--- src/rtl/ldr_pkg.sv ---
package ldr_pkg;
  typedef enum logic [1:0] {
    TR_IDLE   = 2'b00,
    TR_BUSY   = 2'b01,
    TR_NONSEQ = 2'b10,
    TR_SEQ    = 2'b11
  } htrans_e;

  localparam logic [2:0] SIZE_BYTE = 3'b000;

  // number of byte lanes on a data bus of the given width
  function automatic int lane_count(input int data_w);
    return data_w / 8;
  endfunction
endpackage

--- src/rtl/ldr_addr_map.sv ---
// Fixed virtual-to-physical map: the top CLEAR_BITS address bits are forced to zero.
module ldr_addr_map #(
  parameter int ADDR_W     = 32,
  parameter int CLEAR_BITS = 3
) (
  input  logic [ADDR_W-1:0] vaddr,
  output logic [ADDR_W-1:0] paddr
);
  localparam int KEEP_W = ADDR_W - CLEAR_BITS;

  for (genvar i = 0; i < ADDR_W; i++) begin : g_bit
    if (i >= KEEP_W) begin : g_clr
      assign paddr[i] = 1'b0;
    end else begin : g_keep
      assign paddr[i] = vaddr[i];
    end
  end
endmodule

--- src/rtl/ldr_xfer_engine.sv ---
// Two-stage write pipeline: address phase register, then data phase register.
module ldr_xfer_engine #(
  parameter int ADDR_W = 32,
  parameter int BYTE_W = 8
) (
  input  logic              clk,
  input  logic              rst_n,
  input  logic              enable,
  input  logic              req_valid,
  input  logic [ADDR_W-1:0] req_paddr,
  input  logic [BYTE_W-1:0] req_byte,
  input  logic              bus_hready,
  output logic              req_ready,
  output logic              aph_valid,
  output logic [ADDR_W-1:0] aph_addr,
  output logic              dph_valid,
  output logic [BYTE_W-1:0] dph_byte,
  output logic              drain_busy
);
  logic [BYTE_W-1:0] aph_byte;
  logic              accept;

  assign req_ready  = enable & (~aph_valid | bus_hready);
  assign accept     = req_valid & req_ready;
  // a transfer remains in flight after this edge
  assign drain_busy = aph_valid | (dph_valid & ~bus_hready);

  always_ff @(posedge clk or negedge rst_n) begin
    if (!rst_n) begin
      aph_valid <= 1'b0;
      aph_addr  <= '0;
      aph_byte  <= '0;
      dph_valid <= 1'b0;
      dph_byte  <= '0;
    end else begin
      if (bus_hready) begin
        dph_valid <= aph_valid;
        if (aph_valid) dph_byte <= aph_byte;
      end
      if (accept) begin
        aph_valid <= 1'b1;
        aph_addr  <= req_paddr;
        aph_byte  <= req_byte;
      end else if (bus_hready) begin
        aph_valid <= 1'b0;
      end
    end
  end
endmodule

--- src/rtl/ldr_bus_owner.sv ---
// Tracks which master owns the interconnect.
module ldr_bus_owner (
  input  logic clk,
  input  logic rst_n,
  input  logic load_active,
  input  logic drain_busy,
  output logic own_loader
);
  always_ff @(posedge clk or negedge rst_n) begin
    if (!rst_n) own_loader <= 1'b0;
    else        own_loader <= load_active | drain_busy;
  end
endmodule

--- src/rtl/ldr_bus_mux.sv ---
// Selects core or loader signals onto the interconnect; byte copied on each lane.
module ldr_bus_mux #(
  parameter int ADDR_W = 32,
  parameter int DATA_W = 32
) (
  input  logic              own_loader,
  input  logic              aph_valid,
  input  logic [ADDR_W-1:0] aph_addr,
  input  logic              dph_valid,
  input  logic [7:0]        dph_byte,
  input  logic [1:0]        core_htrans,
  input  logic [ADDR_W-1:0] core_haddr,
  input  logic              core_hwrite,
  input  logic [2:0]        core_hsize,
  input  logic [DATA_W-1:0] core_hwdata,
  input  logic              m_hready,
  output logic              core_hready,
  output logic [1:0]        m_htrans,
  output logic [ADDR_W-1:0] m_haddr,
  output logic              m_hwrite,
  output logic [2:0]        m_hsize,
  output logic [DATA_W-1:0] m_hwdata
);
  import ldr_pkg::*;
  localparam int LANES = lane_count(DATA_W);

  logic [DATA_W-1:0] ldr_wdata;

  for (genvar l = 0; l < LANES; l++) begin : g_lane
    assign ldr_wdata[l*8 +: 8] = dph_valid ? dph_byte : 8'h00;
  end

  always_comb begin
    if (own_loader) begin
      m_htrans    = aph_valid ? TR_NONSEQ : TR_IDLE;
      m_haddr     = aph_addr;
      m_hwrite    = aph_valid;
      m_hsize     = SIZE_BYTE;
      m_hwdata    = ldr_wdata;
      core_hready = 1'b1;
    end else begin
      m_htrans    = core_htrans;
      m_haddr     = core_haddr;
      m_hwrite    = core_hwrite;
      m_hsize     = core_hsize;
      m_hwdata    = core_hwdata;
      core_hready = m_hready;
    end
  end
endmodule

--- src/rtl/ldr_ahb_bridge.sv ---
module ldr_ahb_bridge #(
  parameter int ADDR_W     = 32,
  parameter int DATA_W     = 32,
  parameter int CLEAR_BITS = 3
) (
  input  logic              clk,
  input  logic              rst_n,
  input  logic              load_active,
  input  logic              req_valid,
  input  logic [ADDR_W-1:0] req_vaddr,
  input  logic [7:0]        req_byte,
  output logic              req_ready,
  output logic              core_hold,
  input  logic [1:0]        core_htrans,
  input  logic [ADDR_W-1:0] core_haddr,
  input  logic              core_hwrite,
  input  logic [2:0]        core_hsize,
  input  logic [DATA_W-1:0] core_hwdata,
  output logic              core_hready,
  output logic [1:0]        m_htrans,
  output logic [ADDR_W-1:0] m_haddr,
  output logic              m_hwrite,
  output logic [2:0]        m_hsize,
  output logic [DATA_W-1:0] m_hwdata,
  input  logic              m_hready
);
  logic [ADDR_W-1:0] req_paddr;
  logic              own_loader;
  logic              eng_enable;
  logic              aph_valid;
  logic [ADDR_W-1:0] aph_addr;
  logic              dph_valid;
  logic [7:0]        dph_byte;
  logic              drain_busy;

  assign eng_enable = own_loader & load_active;
  assign core_hold  = load_active | own_loader;

  ldr_addr_map #(.ADDR_W(ADDR_W), .CLEAR_BITS(CLEAR_BITS)) u_map (
    .vaddr (req_vaddr),
    .paddr (req_paddr)
  );

  ldr_xfer_engine #(.ADDR_W(ADDR_W), .BYTE_W(8)) u_eng (
    .clk        (clk),
    .rst_n      (rst_n),
    .enable     (eng_enable),
    .req_valid  (req_valid),
    .req_paddr  (req_paddr),
    .req_byte   (req_byte),
    .bus_hready (m_hready),
    .req_ready  (req_ready),
    .aph_valid  (aph_valid),
    .aph_addr   (aph_addr),
    .dph_valid  (dph_valid),
    .dph_byte   (dph_byte),
    .drain_busy (drain_busy)
  );

  ldr_bus_owner u_own (
    .clk         (clk),
    .rst_n       (rst_n),
    .load_active (load_active),
    .drain_busy  (drain_busy),
    .own_loader  (own_loader)
  );

  ldr_bus_mux #(.ADDR_W(ADDR_W), .DATA_W(DATA_W)) u_mux (
    .own_loader  (own_loader),
    .aph_valid   (aph_valid),
    .aph_addr    (aph_addr),
    .dph_valid   (dph_valid),
    .dph_byte    (dph_byte),
    .core_htrans (core_htrans),
    .core_haddr  (core_haddr),
    .core_hwrite (core_hwrite),
    .core_hsize  (core_hsize),
    .core_hwdata (core_hwdata),
    .m_hready    (m_hready),
    .core_hready (core_hready),
    .m_htrans    (m_htrans),
    .m_haddr     (m_haddr),
    .m_hwrite    (m_hwrite),
    .m_hsize     (m_hsize),
    .m_hwdata    (m_hwdata)
  );
endmodule

--- config.mk ---
export PLATFORM = sky130hd
export DESIGN_NAME = ldr_ahb_bridge
export DESIGN_NICKNAME = d
export VERILOG_FILES = /design/src/rtl/ldr_pkg.sv /design/src/rtl/ldr_addr_map.sv /design/src/rtl/ldr_xfer_engine.sv /design/src/rtl/ldr_bus_owner.sv /design/src/rtl/ldr_bus_mux.sv /design/src/rtl/ldr_ahb_bridge.sv
export SDC_FILE = /design/constraint.sdc
export NUM_CORES = 1
export LEC_CHECK = 0
export CAP_MARGIN = 20
export CORE_MARGIN = 5
export CORE_UTILIZATION = 33
export DETAILED_ROUTE_END_ITERATION = 6
export PLACE_DENSITY = 0.81
export SETUP_SLACK_MARGIN = 0.4
export SYNTH_ARGS = -nofsm -noshare
export SYNTH_HDL_FRONTEND = slang
export SYNTH_SLANG_ARGS = --single-unit
--- constraint.sdc ---
create_clock -name clk -period 3.1 [get_ports clk]
set_input_delay 0.62 -clock clk [delete_from_list [all_inputs] [get_ports clk]]
set_output_delay 0.62 -clock clk [all_outputs]
set_load 0.03 [all_outputs]
==> results of run 1 <==
## metal layers
metal | up-vias | global-route usage (%) | wire [um]
met4 | 0 | 3.47 | 39
met5 | - | 0 | 0
met3 | 2 | 6.24 | 865
met1 | 1062 | 16.8 | 3030
met2 | 136 | 26.4 | 3640
li1 | 1120 | - | -
## sequential cells by signal, summed over array words and instances (netlist names)
| name | flops |
|---|---|
| u_eng.dph_byte | 8 |
| u_eng.aph_byte | 8 |
| u_own.own_loader | 1 |
| u_eng.aph_addr | 29 |
| u_eng.aph_valid | 1 |
| u_eng.dph_valid | 1 |
## cell families (layout without fill, tap and decap cells)
kind of cell	after synthesis	count (layout)	synth area share (%)
multiplexers	74	74	34.5
AO/OA/AOI/OAI	34	34	6.49
buffers and inverters	47	228	7.74
flip-flops	48	48	45.8
AND/OR/NAND/NOR	27	27	5.40
## per-stage QoR
stage	instances	power (mW)	hold slack (ns)	worst slack, ns
after floorplan	230	1.69	0.324	1.06
after global placement	506	2.24	0.485	0.375
after detailed placement	506	2.27	0.492	0.353
after CTS	513	2.66	0.393	0.475
after global routing	513	2.77	0.398	0.400
final	513	2.62	0.358	0.501
## worst max-delay path, delay by kind of cell
kind,cells,cell delay (ns)
buffers and inverters,3,1.21
AO/OA/AOI/OAI,1,0.15
## power by group through the flow
| stage | Clock [mW] | Sequential, mW | Combinational (mW) |
|---|---|---|---|
| 2_1_floorplan | 0 | 0.880 | 0.812 |
| 3_3_place_gp | 0 | 0.911 | 1.33 |
| 3_5_place_dp | 0 | 0.918 | 1.35 |
| 4_1_cts | 0.402 | 0.909 | 1.35 |
| 5_1_grt | 0.428 | 0.933 | 1.41 |
| 6_report | 0.382 | 0.906 | 1.33 |
## timing repair
item / 4_1_cts / 5_1_grt
gates resized for setup: 1 / 14
gates cloned: 0 / 0
setup endpoints to repair: 1 / 14
## final cells by class
class                   count  area [um^2]
inverters                  34          128
flip-flops and latches     48         1200
fillers                   625         3040
repair buffers            187         1920
clock buffers               7         96.3
well taps                 102          128
multi-input cells         135         1220
## layout by cell type, fill, tap and decap left out
master,instances
and2_1,1
and3_1,1
buf_12,2
buf_2,1
buf_4,1
clkbuf_8,7
clkdlybuf4s50_1,168
dfrtp_1,47
dfrtp_2,1
dlygate4sd2_1,1
dlymetal6s2s_1,14
inv_1,34
mux2_2,55
mux2_4,19
nand2_1,11
nand2b_1,2
nand4_1,1
nor2b_1,8
o21ai_0,34
or2_2,2
or3_1,1
## final timing paths
kind,start,to,slack [ns],cells past startpoint
max,core_hwdata[28],m_hwdata[28],0.50,4
min,rst_n,u_eng.aph_addr[27]$_DFFE_PN0P_,0.36,1
max reg2reg,u_own.own_loader$_DFF_PN0_,u_eng.aph_addr[0]$_DFFE_PN0P_,1.53,4
min reg2reg,u_eng.aph_byte[3]$_DFFE_PN0P_,u_eng.dph_byte[3]$_DFFE_PN0P_,0.50,1
max in group asynchronous,rst_n,u_eng.aph_addr[0]$_DFFE_PN0P_,2.04,2
min in group clk,u_eng.aph_byte[3]$_DFFE_PN0P_,u_eng.dph_byte[3]$_DFFE_PN0P_,0.50,1
==> results.md, run 1 <==
* Cell mode on critical path: clkdlybuf4s50_1
* Worst path max stage delay at 0.70 ns
* Nets at approximately 530
* GRT Total Usage at 15.0%
* Sequential power share at 34.6%
* Finished Cell Area at between 4000 and 5000 um^2
* Synth cell types at 17
* Status: completed
* Clock buffer count from CTS at 5
* Post-synth ARST share at 100%
* Final wirelength at around 7600 um
* Skew final at 0.00784 ns
* Critical path peak fanout at 1
* Largest net degree at the start of global routing at 76
* CP endpoint kind: primary output
* Port bufs at 184
* RSZ-0062 raised after global routing: false
* Io pins at 188
* Final setup violation count at 0
* Leak at 2.26 nW
* Area growth from synthesis to layout at 78.9%
* Die W at 99.1 um
* Ranking of synthesized cells by area: dfrtp_1, mux2_2, mux2_4, o21ai_0, inv_1
* Max VDD drop at 0.281 mV
* Max Transition Viols Final at 0
* CTS clk-pin slew, worst paths at 0.08 ns
* Core Area at 7730 um^2
* Vias in the first global route at 2505
* Sequential element share of the synthesized area at 45.8%
* Cell Rows at 32
* Power Density at 559 nW/um^2
* Layout cells sized above 1 at 21.4%
* Clock root buffer: clkbuf_8
* Routability Congestion at 0.873
* Tcrit/Tclk final at 83.8%
* Ys Warns at 0
* Total clock sinks at 48
* Fmax at 385 MHz
* CTS tree: yes
* Clock share of power at 14.6%
* Skew-Pair Late Insertion Delay at 0.29 ns
* Worst-path cell chain: clkdlybuf4s50_1, inv_1, o21ai_0, clkdlybuf4s50_1
* Internal at 1.71 mW
* Gate power share at about half
* Ys flop type: dfrtp_1
* Critical Path AT at 1.98 ns
* Top cell type's share of synthesized area at ~46%
* Startpoint Class: primary input
* Syn Nets at 345
* First-pass iteration count of the detailed router at 4
* DP HPWL at 6110 um
* Cell Area, Synth at between 2000 and 3000 um^2
* Detailed-route via count at 2320
* Via/cell ratio at ~4.5
* First-pass GRT wire length at 11900 um
* Antenna cell count at 0
* Full die area at 9820 um^2
* Detail Route Antenna Nets at 0
* Slowest cell on the critical path: clkdlybuf4s50_1
* Syn Area/Cell at 11.4 um^2
* Net Sw Power at 911 uW
* Post-synth EDFFs at 0
* WS Path Type: primary input to primary output
* Max-cap violations at 0
* Post-CTS Setup Inserts at 0
* Clk buf depth at 2
* Switching share of power at 34.8%
* Gate Count Post-Synth at 230
* Worst hold path type: primary input to async pin
* Initial antenna violation count at 0
* Total congestion overflow at 0
* Slew headroom at 55.0%
* Slew @ Worst Pin at 0.674 ns
* Dominant cell type by area after synthesis: dfrtp_1
* Final setup TNS at 0 ns
* Die H at 99.1 um
* Most frequent cell after synthesis: mux2_2
* Layout Utilization at 60.7%
* Area post-placement at 4560 um^2
* Avg WL per Cell at 14.8 um
* Synth Register Bits at 48
* Drt drc at 0
* Hold-fix buffers, CTS at 0
* Initial Util at 33.9%
* Final Hold Fails at 0
* Worst EP required at roughly 2.5 ns
* Synth top cells by count: mux2_2, dfrtp_1, inv_1, o21ai_0, mux2_4
* Initial DRC Count at 48
* H-Tree Depth at 2
* Minimum clock period at 2.60 ns
No activity file was read; power rests on OpenSTA's default activity.
==> inputs of run 2 (changes only) <==
clock period = 2.6 ns   (was 3.1 ns; I/O delays follow)
==> results.md, run 2 (same netlist as run 1, synthesis figures left out) <==
* Status: completed
* Initial DRC Count at 12 (-75%)
* Most frequent cells in the layout: clkdlybuf4s50_1, mux2_2, dfrtp_1
* Power Density at 683 nW/um^2 (+22%)
* Critical path peak fanout at 37 (+36)
* Initial Util at 33.9% (unchanged)
* Detailed-route via count at 2375 (+2.4%)
* Initial antenna violation count at 0 (unchanged)
* Clock root buffer: clkbuf_8
* Full die area at 9820 um^2 (unchanged)
* Hold-fix buffers, CTS at 0 (unchanged)
* Via/cell ratio at 4.59 (+1.6%)
* GRT Total Usage at 15.9% (+0.90 points)
* Detail Route Antenna Nets at 0 (unchanged)
* H-Tree Depth at 2 (unchanged)
* First-pass iteration count of the detailed router at 6 (+2)
* Core Area at 7730 um^2 (unchanged)
* Fmax at around 470 MHz
* Port bufs at 184 (unchanged)
* Clock buffer count from CTS at 5 (unchanged)
* Cell Rows at 32 (unchanged)
* Total congestion overflow at 0 (unchanged)
* Layout cells sized above 1 at 38.8% (+17 points)
* Commonest non-fill, non-tap cell in the layout: clkdlybuf4s50_1
* Minimum clock period at between 2 and 2.5 ns
* Max FFs per register at 29 (unchanged)
* Startpoint Class: flop
* Hold_ws at 0.161 ns (-0.197 ns)
* Area of the multi-input gates at 1220 um^2 (+0.21%)
* Reg with most FFs: u_eng.aph_addr
* Max-cap violations at 0 (unchanged)
* DP HPWL at 6080 um (-0.59%)
* CP endpoint kind: primary output
* Total Power at 3.08 mW (+17%)
* Skew final at 0.00967 ns (+0.00183 ns)
* Final setup violation count at 0 (unchanged)
* Total clock sinks at 48 (unchanged)
* Reg area at 1200 um^2 (unchanged)
* CTS tree: yes
* Die H at 99.1 um (unchanged)
* Clk buf depth at 2 (unchanged)
* Nets at 529 (+0.57%)
* Routability Congestion at 0.855 (-2.2%)
* Slew headroom at 70.0% (+15 points)
* Worst hold path type: primary input to async pin
* Worst EP required at 2.08 ns (-0.40 ns)
* Max VDD drop at 0.366 mV (+30%)
* Largest net degree at the start of global routing at 39 (-49%)
* Top Registers: u_eng.aph_addr x29, u_eng.aph_byte x8, u_eng.dph_byte x8
* First-pass GRT wire length at 12500 um (+4.7%)
* Max Transition Viols Final at 0 (unchanged)
* Vias in the first global route at 2558 (+2.1%)
* Die W at 99.1 um (unchanged)
* CTS clk-pin slew, worst paths at 0.09 ns (about the same)
* Layout Utilization at 58.3% (-2.4 points)
* WS Path Type: flop to primary output
* Antenna cell count at 0 (unchanged)
* RSZ-0062 raised after global routing: true
* Skew-Pair Late Insertion Delay at 0.29 ns (about the same)
* Avg WL per Cell at 15.3 um (+3.5%)
* Final wirelength at 7900 um (+4.3%)
* Drt drc at 0 (unchanged)
* Slew @ Worst Pin at 0.450 ns (-0.225 ns)
* Critical Path AT at 1.62 ns (-0.36 ns)
* Leak at 2.16 nW (-4.1%)
* Io pins at 188 (unchanged)
* Tcrit/Tclk final at 82.4%
* Fillers at 623 (-0.32%)
* Final Hold Fails at 0 (unchanged)
* Final setup TNS at 0 ns (unchanged)
* Area growth from synthesis to layout at 71.9%
run 2: cell types whose count changed in the layout (fill, tap and decap cells not counted), moves of 2 or more:
cell and change:
clkbuf_8 -2, clkdlybuf4s15_2 +11, clkbuf_2 +37, clkdlybuf4s50_1 -58
buf_4 +19, dlymetal6s2s_1 -13, buf_2 +3
run 2: repair_timing:
action	4_1_cts	5_1_grt
gates resized for setup	114	67
endpoints found under the setup margin	55	44
buffers inserted	0	0
cloned	2	0
run 2: metal layers:
layer	GRT usage [%]	routed length, um
met2	27.8	3870
met3	6.24	916
met4	3.99	61
met5	0	0
met1	18.0	3060
run 2: path summary, 6_finish.rpt:
check / start / to / slack (ns) / cells after the start
setup / recovery: u_own.own_loader$_DFF_PN0_ / m_hwdata[27] / 0.46 / 3
hold / removal: rst_n / u_eng.aph_addr[1]$_DFFE_PN0P_ / 0.16 / 1
setup reg to reg: u_own.own_loader$_DFF_PN0_ / u_eng.aph_addr[24]$_DFFE_PN0P_ / 0.88 / 4
hold reg to reg: u_eng.aph_byte[3]$_DFFE_PN0P_ / u_eng.dph_byte[3]$_DFFE_PN0P_ / 0.51 / 1
max in group asynchronous: rst_n / u_own.own_loader$_DFF_PN0_ / 1.69 / 2
min in group clk: u_eng.aph_byte[3]$_DFFE_PN0P_ / u_eng.dph_byte[3]$_DFFE_PN0P_ / 0.51 / 1
run 2: report_power, final:
part           switching, mW  leakage (nW)  internal (mW)  total (mW)
Combinational          0.759          1.54          0.711        1.47
Clock                  0.239        0.0552          0.286       0.525
Sequential             0.117         0.567          0.965        1.08
run 2: metrics by stage:
stage	instances	setup slack, ns	instance area, um^2
detailed placement	507	0.0873	4520
global placement	507	0.126	4520
finish	517	0.458	4500
floorplan	230	0.655	2620
global route	517	0.351	4500
CTS	517	0.132	4680
run 2: cell type report:
cell class	count	share of cell area, %
repair buffers	190	38.2
multi-input cells	135	27.1
flip-flops and latches	48	26.7
inverters	34	2.83
well taps	102	2.83
clock buffers	6	1.61
clock inverters	2	0.778
run 2: critical path: stages, from the launching register on:
cell and delay, ns:
dfrtp_2 0.49, bufbuf_16 0.33, o21ai_0 0.18, clkdlybuf4s15_2 0.32
